==> src/rtl/ptr_dma_pkg.sv <==
package ptr_dma_pkg;

    typedef enum logic [1:0] {
        ARB_IDLE = 2'd0,
        ARB_RX   = 2'd1,
        ARB_TX   = 2'd2
    } arb_state_e;

    localparam int CH_RX  = 0;
    localparam int CH_TX  = 1;
    localparam int N_CH   = 2;

    localparam logic [2:0] REG_RX_PTR = 3'd0;
    localparam logic [2:0] REG_RX_CNT = 3'd1;
    localparam logic [2:0] REG_TX_PTR = 3'd2;
    localparam logic [2:0] REG_TX_CNT = 3'd3;
    localparam logic [2:0] REG_IE     = 3'd4;

endpackage

==> src/rtl/ptr_dma_chan.sv <==
module ptr_dma_chan #(
    parameter int DW   = 32,
    parameter int CW   = 16,
    parameter int STEP = 4
) (
    input  logic          clk,
    input  logic          rst_n,
    input  logic          wr_ptr,
    input  logic          wr_cnt,
    input  logic [DW-1:0] wdata,
    input  logic          flag,
    input  logic          done,
    output logic          req,
    output logic [DW-1:0] ptr,
    output logic [CW-1:0] cnt,
    output logic          fin
);

    typedef struct packed {
        logic [DW-1:0] ptr;
        logic [CW-1:0] cnt;
        logic          fin;
    } chan_s;

    chan_s st_d, st_q;
    logic [CW-1:0] load_cnt;

    // Oversized count writes saturate so no written bit is silently dropped
    always_comb begin
        if (|wdata[DW-1:CW]) load_cnt = '1;
        else                 load_cnt = wdata[CW-1:0];
    end

    always_comb begin
        st_d = st_q;
        if (wr_ptr)
            st_d.ptr = wdata;
        else if (done)
            st_d.ptr = st_q.ptr + DW'(STEP);

        // A register write wins over a completion in the same cycle
        if (wr_cnt) begin
            st_d.cnt = load_cnt;
            st_d.fin = (load_cnt == '0);
        end else if (done) begin
            st_d.cnt = st_q.cnt - CW'(1);
            st_d.fin = (st_q.cnt == CW'(1));
        end
    end

    always_ff @(posedge clk or negedge rst_n) begin
        if (!rst_n) begin
            st_q.ptr <= '0;
            st_q.cnt <= '0;
            st_q.fin <= 1'b1;
        end else begin
            st_q <= st_d;
        end
    end

    assign req = flag && !st_q.fin;
    assign ptr = st_q.ptr;
    assign cnt = st_q.cnt;
    assign fin = st_q.fin;

endmodule

==> src/rtl/ptr_dma_arb.sv <==
module ptr_dma_arb
    import ptr_dma_pkg::*;
#(
    parameter int DW = 32
) (
    input  logic          clk,
    input  logic          rst_n,
    input  logic [1:0]    req,
    input  logic [DW-1:0] ptr_rx,
    input  logic [DW-1:0] ptr_tx,
    input  logic          mem_ack,
    output logic          mem_req,
    output logic          mem_we,
    output logic [DW-1:0] mem_addr,
    output logic [1:0]    done
);

    typedef struct packed {
        arb_state_e st;
    } arb_s;

    arb_s a_d, a_q;

    always_comb begin
        a_d = a_q;
        unique case (a_q.st)
            ARB_IDLE: begin
                if (req[CH_RX])      a_d.st = ARB_RX;
                else if (req[CH_TX]) a_d.st = ARB_TX;
            end
            ARB_RX, ARB_TX: begin
                if (mem_ack) a_d.st = ARB_IDLE;
            end
            default: a_d.st = ARB_IDLE;
        endcase
    end

    always_ff @(posedge clk or negedge rst_n) begin
        if (!rst_n) a_q.st <= ARB_IDLE;
        else        a_q   <= a_d;
    end

    always_comb begin
        mem_req  = (a_q.st != ARB_IDLE);
        mem_we   = (a_q.st == ARB_RX);
        mem_addr = (a_q.st == ARB_TX) ? ptr_tx : ptr_rx;
        done[CH_RX] = mem_ack && (a_q.st == ARB_RX);
        done[CH_TX] = mem_ack && (a_q.st == ARB_TX);
    end

endmodule

==> src/rtl/ptr_dma_pair.sv <==
module ptr_dma_pair
    import ptr_dma_pkg::*;
#(
    parameter int DW   = 32,
    parameter int CW   = 16,
    parameter int STEP = 4
) (
    input  logic          clk,
    input  logic          rst_n,
    input  logic          cfg_we,
    input  logic [2:0]    cfg_addr,
    input  logic [DW-1:0] cfg_wdata,
    output logic [DW-1:0] cfg_rdata,
    input  logic          rx_ready,
    input  logic [DW-1:0] rx_data,
    output logic          rx_take,
    input  logic          tx_empty,
    output logic [DW-1:0] tx_data,
    output logic          tx_load,
    output logic          mem_req,
    output logic          mem_we,
    output logic [DW-1:0] mem_addr,
    output logic [DW-1:0] mem_wdata,
    input  logic [DW-1:0] mem_rdata,
    input  logic          mem_ack,
    output logic          rx_end,
    output logic          tx_end,
    output logic          irq
);

    localparam logic [2:0] PTR_SEL [N_CH] = '{REG_RX_PTR, REG_TX_PTR};
    localparam logic [2:0] CNT_SEL [N_CH] = '{REG_RX_CNT, REG_TX_CNT};

    typedef struct packed {
        logic [N_CH-1:0] ie;
    } top_s;

    top_s t_d, t_q;

    logic [N_CH-1:0] flag, done, req, fin;
    logic [DW-1:0]   ch_ptr [N_CH];
    logic [CW-1:0]   ch_cnt [N_CH];

    assign flag[CH_RX] = rx_ready;
    assign flag[CH_TX] = tx_empty;

    for (genvar i = 0; i < N_CH; i++) begin : g_ch
        ptr_dma_chan #(.DW(DW), .CW(CW), .STEP(STEP)) u_chan (
            .clk    (clk),
            .rst_n  (rst_n),
            .wr_ptr (cfg_we && (cfg_addr == PTR_SEL[i])),
            .wr_cnt (cfg_we && (cfg_addr == CNT_SEL[i])),
            .wdata  (cfg_wdata),
            .flag   (flag[i]),
            .done   (done[i]),
            .req    (req[i]),
            .ptr    (ch_ptr[i]),
            .cnt    (ch_cnt[i]),
            .fin    (fin[i])
        );
    end

    ptr_dma_arb #(.DW(DW)) u_arb (
        .clk      (clk),
        .rst_n    (rst_n),
        .req      (req),
        .ptr_rx   (ch_ptr[CH_RX]),
        .ptr_tx   (ch_ptr[CH_TX]),
        .mem_ack  (mem_ack),
        .mem_req  (mem_req),
        .mem_we   (mem_we),
        .mem_addr (mem_addr),
        .done     (done)
    );

    always_comb begin
        t_d = t_q;
        if (cfg_we && cfg_addr == REG_IE)
            t_d.ie = cfg_wdata[N_CH-1:0];
    end

    always_ff @(posedge clk or negedge rst_n) begin
        if (!rst_n) t_q.ie <= '0;
        else        t_q    <= t_d;
    end

    always_comb begin
        unique case (cfg_addr)
            REG_RX_PTR: cfg_rdata = ch_ptr[CH_RX];
            REG_RX_CNT: cfg_rdata = DW'(ch_cnt[CH_RX]);
            REG_TX_PTR: cfg_rdata = ch_ptr[CH_TX];
            REG_TX_CNT: cfg_rdata = DW'(ch_cnt[CH_TX]);
            REG_IE:     cfg_rdata = DW'(t_q.ie);
            default:    cfg_rdata = '0;
        endcase
    end

    assign mem_wdata = rx_data;
    assign tx_data   = mem_rdata;
    assign rx_take   = done[CH_RX];
    assign tx_load   = done[CH_TX];
    assign rx_end    = fin[CH_RX];
    assign tx_end    = fin[CH_TX];
    assign irq       = |(fin & t_q.ie);

endmodule

==> config.mk <==
export PLATFORM = sky130hd
export DESIGN_NAME = ptr_dma_pair
export DESIGN_NICKNAME = d
export VERILOG_FILES = /design/src/rtl/ptr_dma_pkg.sv /design/src/rtl/ptr_dma_chan.sv /design/src/rtl/ptr_dma_arb.sv /design/src/rtl/ptr_dma_pair.sv
export SDC_FILE = /design/constraint.sdc
export NUM_CORES = 1
export LEC_CHECK = 0
export ABC_AREA = 1
export BUFFER_PORTS_ARGS = -buffer_cell sky130_fd_sc_hd__buf_4
export CAP_MARGIN = 25
export CORE_MARGIN = 5
export CORE_UTILIZATION = 49
export CTS_CLUSTER_SIZE = 12
export DETAILED_ROUTE_END_ITERATION = 7
export GPL_TIMING_DRIVEN = 0
export PLACE_DENSITY_LB_ADDON = 0.15
export SLEW_MARGIN = 15
export SYNTH_ARGS = -nofsm -noshare
export SYNTH_HDL_FRONTEND = slang
export SYNTH_SLANG_ARGS = --single-unit
export TNS_END_PERCENT = 5
==> constraint.sdc <==
create_clock -name clk -period 1.5 [get_ports clk]
set_input_delay 0.075 -clock clk [delete_from_list [all_inputs] [get_ports clk]]
set_output_delay 0.075 -clock clk [all_outputs]
set_load 0.005 [all_outputs]
==> metrics, run 1 <==
status finished with violations; failing checks setup timing; vias in the first global route 9858; Worst R2R Start u_arb.a_q[0]; slowest stage cell, crit path dfrtp_1; Initial Util 49.95%; cell family with most CP delay buffers and inverters; sequential share of power 29.6%; setup ws final -0.2401 ns; WHS Endpoint g_ch[0].u_chan.ptr[10]; Synth Warn # 0; clock power share 13.7%; I/O pins 240; Relative slew margins 56.31%; synth unique cells 33; row count 48; post-route ant nets 0; Gate Count Post-Synth 1433; largest fanout on the critical path 5; Fin Hold WS 0.01551 ns; Core Area 17300 um^2; syn_nets 1547; CP Data Required Time 1.42 ns; clock slew at reported path FFs 0.08 ns; reg2reg path depth 10; PortBufs 175; Max Clock Skew 0.01216 ns; Crit. End Element output port; height of the die 142.8 um; register area 2574 um^2; final hold violation count 0; drt total wl 36.51 mm; total congestion overflow 0; fin crit period 1.740 ns; Final Max Slew Viols 0; Initial DRC Count 1361; Area Overhead vs Synth 36.51%; WL per Instance 19.47 um; sequential area share after synthesis 29.57%; critical path's largest stage delay 0.40 ns; share of layout cells above drive strength 1 29.88%; Final Cycle Share 116.0%; critical setup path kind reg -> out; Routability Congestion 1.044; Hold Crit Class in -> reg; initial antenna violation count 0; filler instances 1579; global-route wire length before repair 54.27 mm; startpoint types register; Mapped Avg Cell Area 6.029 um^2; # DRC 0; DRT Pass-1 Iters 7; Num CTS Buffers 9; Synth Register Bits 102; pre-CTS setup slack -0.5696 ns; R2R Setup Slk -0.18 ns; CP bufs+invs 4; dpl cell area 10250 um^2; vias per cell 5.749; Logic pwr share 56.7%; root buf cell clkbuf_16; max-cap violation count 0; RSZ-0062 raised after global routing yes; min-delay src cfg_wdata[10]; die area 20390 um^2; peak supply drop 1006 uV; design area 11790 um^2; CP arrival 1.67 ns; pwr/cell area 1581 nW/um^2; hpwl dp 27.58 mm; CP cell instances inv_2 -> ha_4 -> buf_12 -> buf_8 -> nand2_1 -> o21ai_2 -> buf_4; Psw 0.008898 W; Total GRT Usage 34.51%; worst hold stages 3; Post-Syn Area 8640 um^2; endpoints failing setup 127; largest net degree at the start of global routing 103; FMAX 574.7 MHz; Die Wd 142.8 um; Int Pwr 0.009753 W; CTS tree built; multi-input logic area 5354 um^2; CTS HTree Levels 3; total number of vias 10780; Leakage 5.643 nW; Nets 1759; Worst-Margin Slew 0.6554 ns; Clock Latency Late Sink 0.37 ns; antenna fix cells 0; Max Root-Sink Buffers 2; CTS sink cnt 102; R2R Path End g_ch[1].u_chan.ptr[5]; Net Sw Frac 47.71%
-- sequential cells by signal, indices dropped and copies added, names as in the netlist --
register / count
g_ch.u_chan.ptr: 64
g_ch.u_chan.cnt: 32
g_ch.u_chan.fin: 2
t_q: 2
u_arb.a_q: 2
-- cell usage after synthesis --
| cell | count | area, um^2 |
|---|---|---|
| ha_1 | 9 | 112.6 |
| clkbuf_1 | 14 | 52.55 |
| clkinv_1 | 1 | 3.750 |
| o21ai_1 | 3 | 15.01 |
| xnor2_1 | 1 | 8.760 |
| a21oi_1 | 29 | 145.1 |
| dfrtp_1 | 100 | 2502 |
| nand3_2 | 1 | 10.01 |
| nand3_1 | 105 | 525.5 |
| nand3b_2 | 1 | 11.26 |
| o21ai_0 | 91 | 455.4 |
| inv_1 | 184 | 690.7 |
| dfstp_2 | 2 | 52.55 |
| nand3b_1 | 2 | 15.01 |
| xor2_1 | 19 | 166.4 |
| a21o_1 | 1 | 7.510 |
| or2_0 | 2 | 12.51 |
| buf_1 | 3 | 11.26 |
| o211ai_1 | 6 | 45.04 |
| nand2_1 | 463 | 1738 |
| buf_4 | 66 | 495.5 |
| nor2_4 | 3 | 33.78 |
| nor2_1 | 189 | 709.4 |
| nand4_1 | 15 | 93.84 |
| or2_2 | 1 | 6.260 |
| o22ai_1 | 70 | 437.9 |
| nand2_2 | 4 | 25.02 |
| inv_2 | 10 | 37.54 |
| buf_2 | 20 | 100.1 |
| nor2_2 | 5 | 31.28 |
| nor3_1 | 6 | 30.03 |
| clkbuf_2 | 1 | 5.000 |
| o221ai_1 | 6 | 52.55 |
-- cells by family after synthesis --
| family | after synthesis | share of synthesized area (%) |
|---|---|---|
| and+or+nand+nor | 797 | 37.52 |
| buffers and inverters | 299 | 16.16 |
| AOI/OAI and AO/OA | 206 | 13.41 |
| DFF | 102 | 29.57 |
| xor gates and xnor gates | 20 | 2.028 |
| adders and majority gates | 9 | 1.303 |
-- worst register-to-register path: stages, from the launching register on --
cell     delay, ns
dfrtp_1       0.40
inv_2         0.08
ha_4          0.22
buf_12        0.17
nand2_8       0.11
inv_8         0.09
buf_8         0.12
buf_4         0.10
a21oi_1       0.06
o21ai_1       0.14
o21ai_1       0.07
-- cell type report --
cell class              count  area share, %
plain buffers             104          7.182
clock inverters             4         0.4668
well taps                 225          2.387
inverters                 195          6.397
clock buffers              12          2.090
flip-flops and latches    102          21.82
multi-input cells        1032          45.40
repair buffers            201          14.26
-- worst max path at each step --
stage | cells past startpoint | slack [ns] | startpoint | endpoint
floorplan | 10 | -0.01 | g_ch[1].u_chan.ptr[2] | g_ch[1].u_chan.ptr[28]
global placement | 10 | -0.56 | g_ch[0].u_chan.ptr[2] | g_ch[0].u_chan.ptr[28]
detailed placement | 10 | -0.57 | g_ch[0].u_chan.ptr[2] | g_ch[0].u_chan.ptr[28]
CTS | 6 | -0.21 | u_arb.a_q[0] | mem_addr[18]
global route | 5 | -0.26 | u_arb.a_q[1] | mem_addr[13]
finish | 7 | -0.24 | u_arb.a_q[0] | mem_addr[6]
-- stage by stage --
stage	total power (W)	TNS [ns]	util, %	cells
global route	0.01969	-21.64	68.19	1875
global placement	0.01293	-37.23	59.22	1833
CTS	0.01764	-10.77	66.22	1868
finish	0.01865	-14.04	68.19	1875
detailed placement	0.01303	-38.44	59.24	1833
floorplan	0.009454	-0.01109	-	1433
-- layout by cell type (no fill, tap or decap), types with 3 or more instances in the layout --
cell and count:
nor3_1 6, nor2_1 160, buf_8 7, o221ai_1 6, ha_1 4, nand2_8 3, nor2_4 15, nand4_1 15
nand3_1 101, buf_4 240, xor2_1 19, clkbuf_16 11, inv_2 35, a21oi_1 26, dfrtp_2 15, a21oi_2 3
o21ai_4 11, buf_2 7, ha_4 4, dlygate4sd3_1 7, buf_16 3, o22ai_2 11, o21ai_1 21, nand2_4 7
nor2_2 22, buf_6 23, inv_1 155, buf_12 3, nand2_1 429, o21ai_0 41, clkbuf_1 11, nand3_2 5
dfrtp_1 85, o21ai_2 21, o22ai_1 58, nand2_2 28, o211ai_1 6
-- layer usage --
metal	up-vias	routed length, um	track usage [%]
met5	-	0	0
met3	183	4594	8.774
met1	4860	13310	44.33
met4	0	2467	19.56
met2	783	16140	52.89
li1	4953	-	-
-- power groups by stage --
stage	logic (W)	registers, W	clock network (W)
6_report	0.0106	0.00552	0.00255
4_1_cts	0.00971	0.00538	0.00255
3_3_place_gp	0.00767	0.00526	0
2_1_floorplan	0.00467	0.00478	0
3_5_place_dp	0.00777	0.00526	0
5_1_grt	0.0114	0.00564	0.00264
-- repair_timing --
item	CTS	global route
endpoints found under the hold margin	106	0
resized for setup	252	89
cloned	7	0
pin swaps	9	22
hold buffers	7	0
setup buffers	5	6
endpoints found under the setup margin	143	159
Power figures use the tool's default switching activity.
==> run 2: changes to the inputs <==
ABC_AREA = not set   (was 1)
CORE_UTILIZATION = 47   (was 49)
GPL_ROUTABILITY_DRIVEN = 0   (was not set)
==> run 2 against run 1 <==
Compared with the run above:
- the run still ends with setup timing left
- total power is 33% lower
- clock power grew 5%
- register-to-register slack lost 0.40 ns
- first-iteration DRC count down 54%
- count of clock-buffer cells in the layout rose by 1
- non-clock buffer count increased by 44
- critical endpoint is now g_ch[1].u_chan.fin
- core utilization increased by 0.86 points
- largest power group unchanged
- critical path depth shrank 2
- final cell count is 31% lower
- design area is 11% lower
==> metrics, run 2 <==
# DRC 0; Nets 1192; hpwl dp 18.43 mm; initial antenna violation count 0; clock slew at reported path FFs 0.07 ns; Max Root-Sink Buffers 2; failing checks setup timing; largest register by flop count g_ch.u_chan.ptr; critical setup path kind reg -> reg; Total GRT Usage 27.33%; height of the die 134.8 um; startpoint types register; max-cap violation count 0; CP arrival 2.36 ns; Clock Latency Late Sink 0.37 ns; Area Overhead vs Synth 43.93%; max reg flops 64; Yosys top cell area share 34.19%; PortBufs 175; Max Clock Skew 0.01038 ns; count leader, synth nand2_1; reg2reg path depth 5; worst hold stages 3; total number of vias 7312; DRT Pass-1 Iters 5; pre-CTS setup slack -0.7463 ns; final hold violation count 0; Die Wd 134.8 um; Gate Count Post-Synth 829; leading post-synthesis cells by cell area dfrtp_1, buf_4, o21ai_0; post-route ant nets 0; register area 2597 um^2; Final Max Slew Viols 0; setup ws final -0.5780 ns; Crit. End Element register; Hold Crit Class in -> reg; commonest non-fill, non-tap cell in the layout buf_4; peak supply drop 1033 uV; Relative slew margins 45.24%; largest net degree at the start of global routing 103; Core Area 15260 um^2; I/O pins 240; CTS tree built; RSZ-0062 raised after global routing yes; CP Data Required Time 1.78 ns; Synth Register Bits 102; drt total wl 25.47 mm; Post-synth top flop dfrtp_1; fin crit period 2.078 ns; Initial DRC Count 621; final core occ 69.04%; CTS sink cnt 102; global-route wire length before repair 39.09 mm; total congestion overflow 0; Worst-Margin Slew 0.8152 ns; placed cell count 1216; fraction of registers with async set/reset 100.0%; vias in the first global route 7094; synth unique cells 51; die area 18170 um^2; pwr/cell area 1186 nW/um^2; share of layout cells above drive strength 1 42.84%; row count 45; vias per cell 5.651; Synth area leader dfrtp_1; WL per Instance 19.68 um; Fin Hold WS 0.02548 ns; root buf cell clkbuf_16; Post-synth top cells nand2_1, dfrtp_1, o21ai_0; status finished with violations; Final Cycle Share 138.5%; largest fanout on the critical path 5; Leakage 4.385 nW; Mapped Avg Cell Area 8.829 um^2; most frequent cells in the layout buf_4, nand2_1, dfrtp_1, o21ai_0, xor2_1; CTS HTree Levels 3; endpoints failing setup 127; Num CTS Buffers 9; antenna fix cells 0; FMAX 481.2 MHz; Synth Warn # 0; Initial Util 47.97%; filler instances 1246; multi-input logic area 4437 um^2; syn_nets 943; post-route insts no fill 1294; sequential area share after synthesis 34.91%; Overall Power 0.01249 W; Post-synth EDFFs 0; leading registers by flop count g_ch.u_chan.ptr x64, g_ch.u_chan.cnt x32; Post-Syn Area 7320 um^2
==> run 2: changes by cell type after synthesis, sizes merged, moves of 33 or more <==
| cell | before | now |
|---|---|---|
| nand2 | 467 | 103 |
| nor2 | 197 | 42 |
| mux2 | 0 | 33 |
| xnor2 | 1 | 38 |
| o22ai | 70 | 3 |
| nand3 | 106 | 28 |
| inv | 194 | 14 |
==> run 2: layout make-up <==
type / count / area share (%)
Inverter: 14 / 0.5938
Clock buffer: 13 / 2.565
Sequential cell: 102 / 24.66
Multi-Input combinational cell: 602 / 42.11
Clock inverter: 3 / 0.6176
Buffer: 107 / 7.660
Tap cell: 211 / 2.506
Timing Repair Buffer: 242 / 19.29
==> run 2: kinds of logic (layout without fill, tap and decap cells) <==
kind of cell	count (synthesis)	in the layout	synth area share, %
buffers and inverters	125	379	9.778
AND/OR/NAND/NOR	313	313	22.43
adder cells (fa/ha/maj)	9	9	1.538
multiplexers	64	64	11.76
AO/OA/AOI/OAI	131	131	9.419
XOR/XNOR	85	85	10.17
flip-flops	102	102	34.91
==> run 2: per-stage QoR <==
step           instance area (um^2)  TNS, ns
6_report                      10540   -31.73
5_1_grt                       10540   -41.01
4_1_cts                       10200   -32.03
3_5_place_dp                   8960   -68.13
3_3_place_gp                   8951   -68.68
2_1_floorplan                  7373   -14.26
==> run 2: metal layers <==
metal | vias to the layer above | routed length, um | GRT usage [%]
met5 | - | 0 | 0
met4 | 0 | 701 | 9.446
met3 | 55 | 2064 | 5.477
met2 | 372 | 12630 | 45.53
met1 | 3523 | 10070 | 35.58
li1 | 3362 | - | -
==> run 2: repair_timing <==
| action | 4_1_cts | 5_1_grt |
|---|---|---|
| endpoints found under the hold margin | 161 | 0 |
| hold buffers | 33 | 0 |
| setup endpoints to repair | 162 | 152 |
| cloned | 1 | 0 |
| pin swaps | 20 | 22 |
| buffers inserted | 9 | 22 |
| gates resized for setup | 177 | 66 |
==> run 2: final timing paths <==
kind	start	end	slack, ns
worst max-delay path	g_ch[1].u_chan.cnt[9]	g_ch[1].u_chan.fin	-0.58
worst min-delay path	cfg_wdata[15]	g_ch[1].u_chan.cnt[15]	0.03
worst max register to register	g_ch[1].u_chan.cnt[9]	g_ch[1].u_chan.fin	-0.58
worst min register to register	g_ch[0].u_chan.ptr[1]	g_ch[0].u_chan.ptr[1]	0.51
max in group asynchronous	rst_n	g_ch[0].u_chan.fin	0.64
min in group asynchronous	rst_n	g_ch[1].u_chan.ptr[26]	0.14
==> run 2: where the power goes <==
group | leakage (nW) | internal (W) | switching [W]
logic | 3.06 | 0.00307 | 0.00217
registers | 1.16 | 0.00346 | 0.00111
clock network | 0.166 | 0.00160 | 0.00109
total | 4.39 | 0.00813 | 0.00436
==> run 2: critical path: stages, from the launching register on <==
cell      delay (ns)
dfrtp_1         0.39
or4_4           0.55
or4b_4          0.57
nor2_2          0.15
nand4b_1        0.13
a31oi_1         0.21
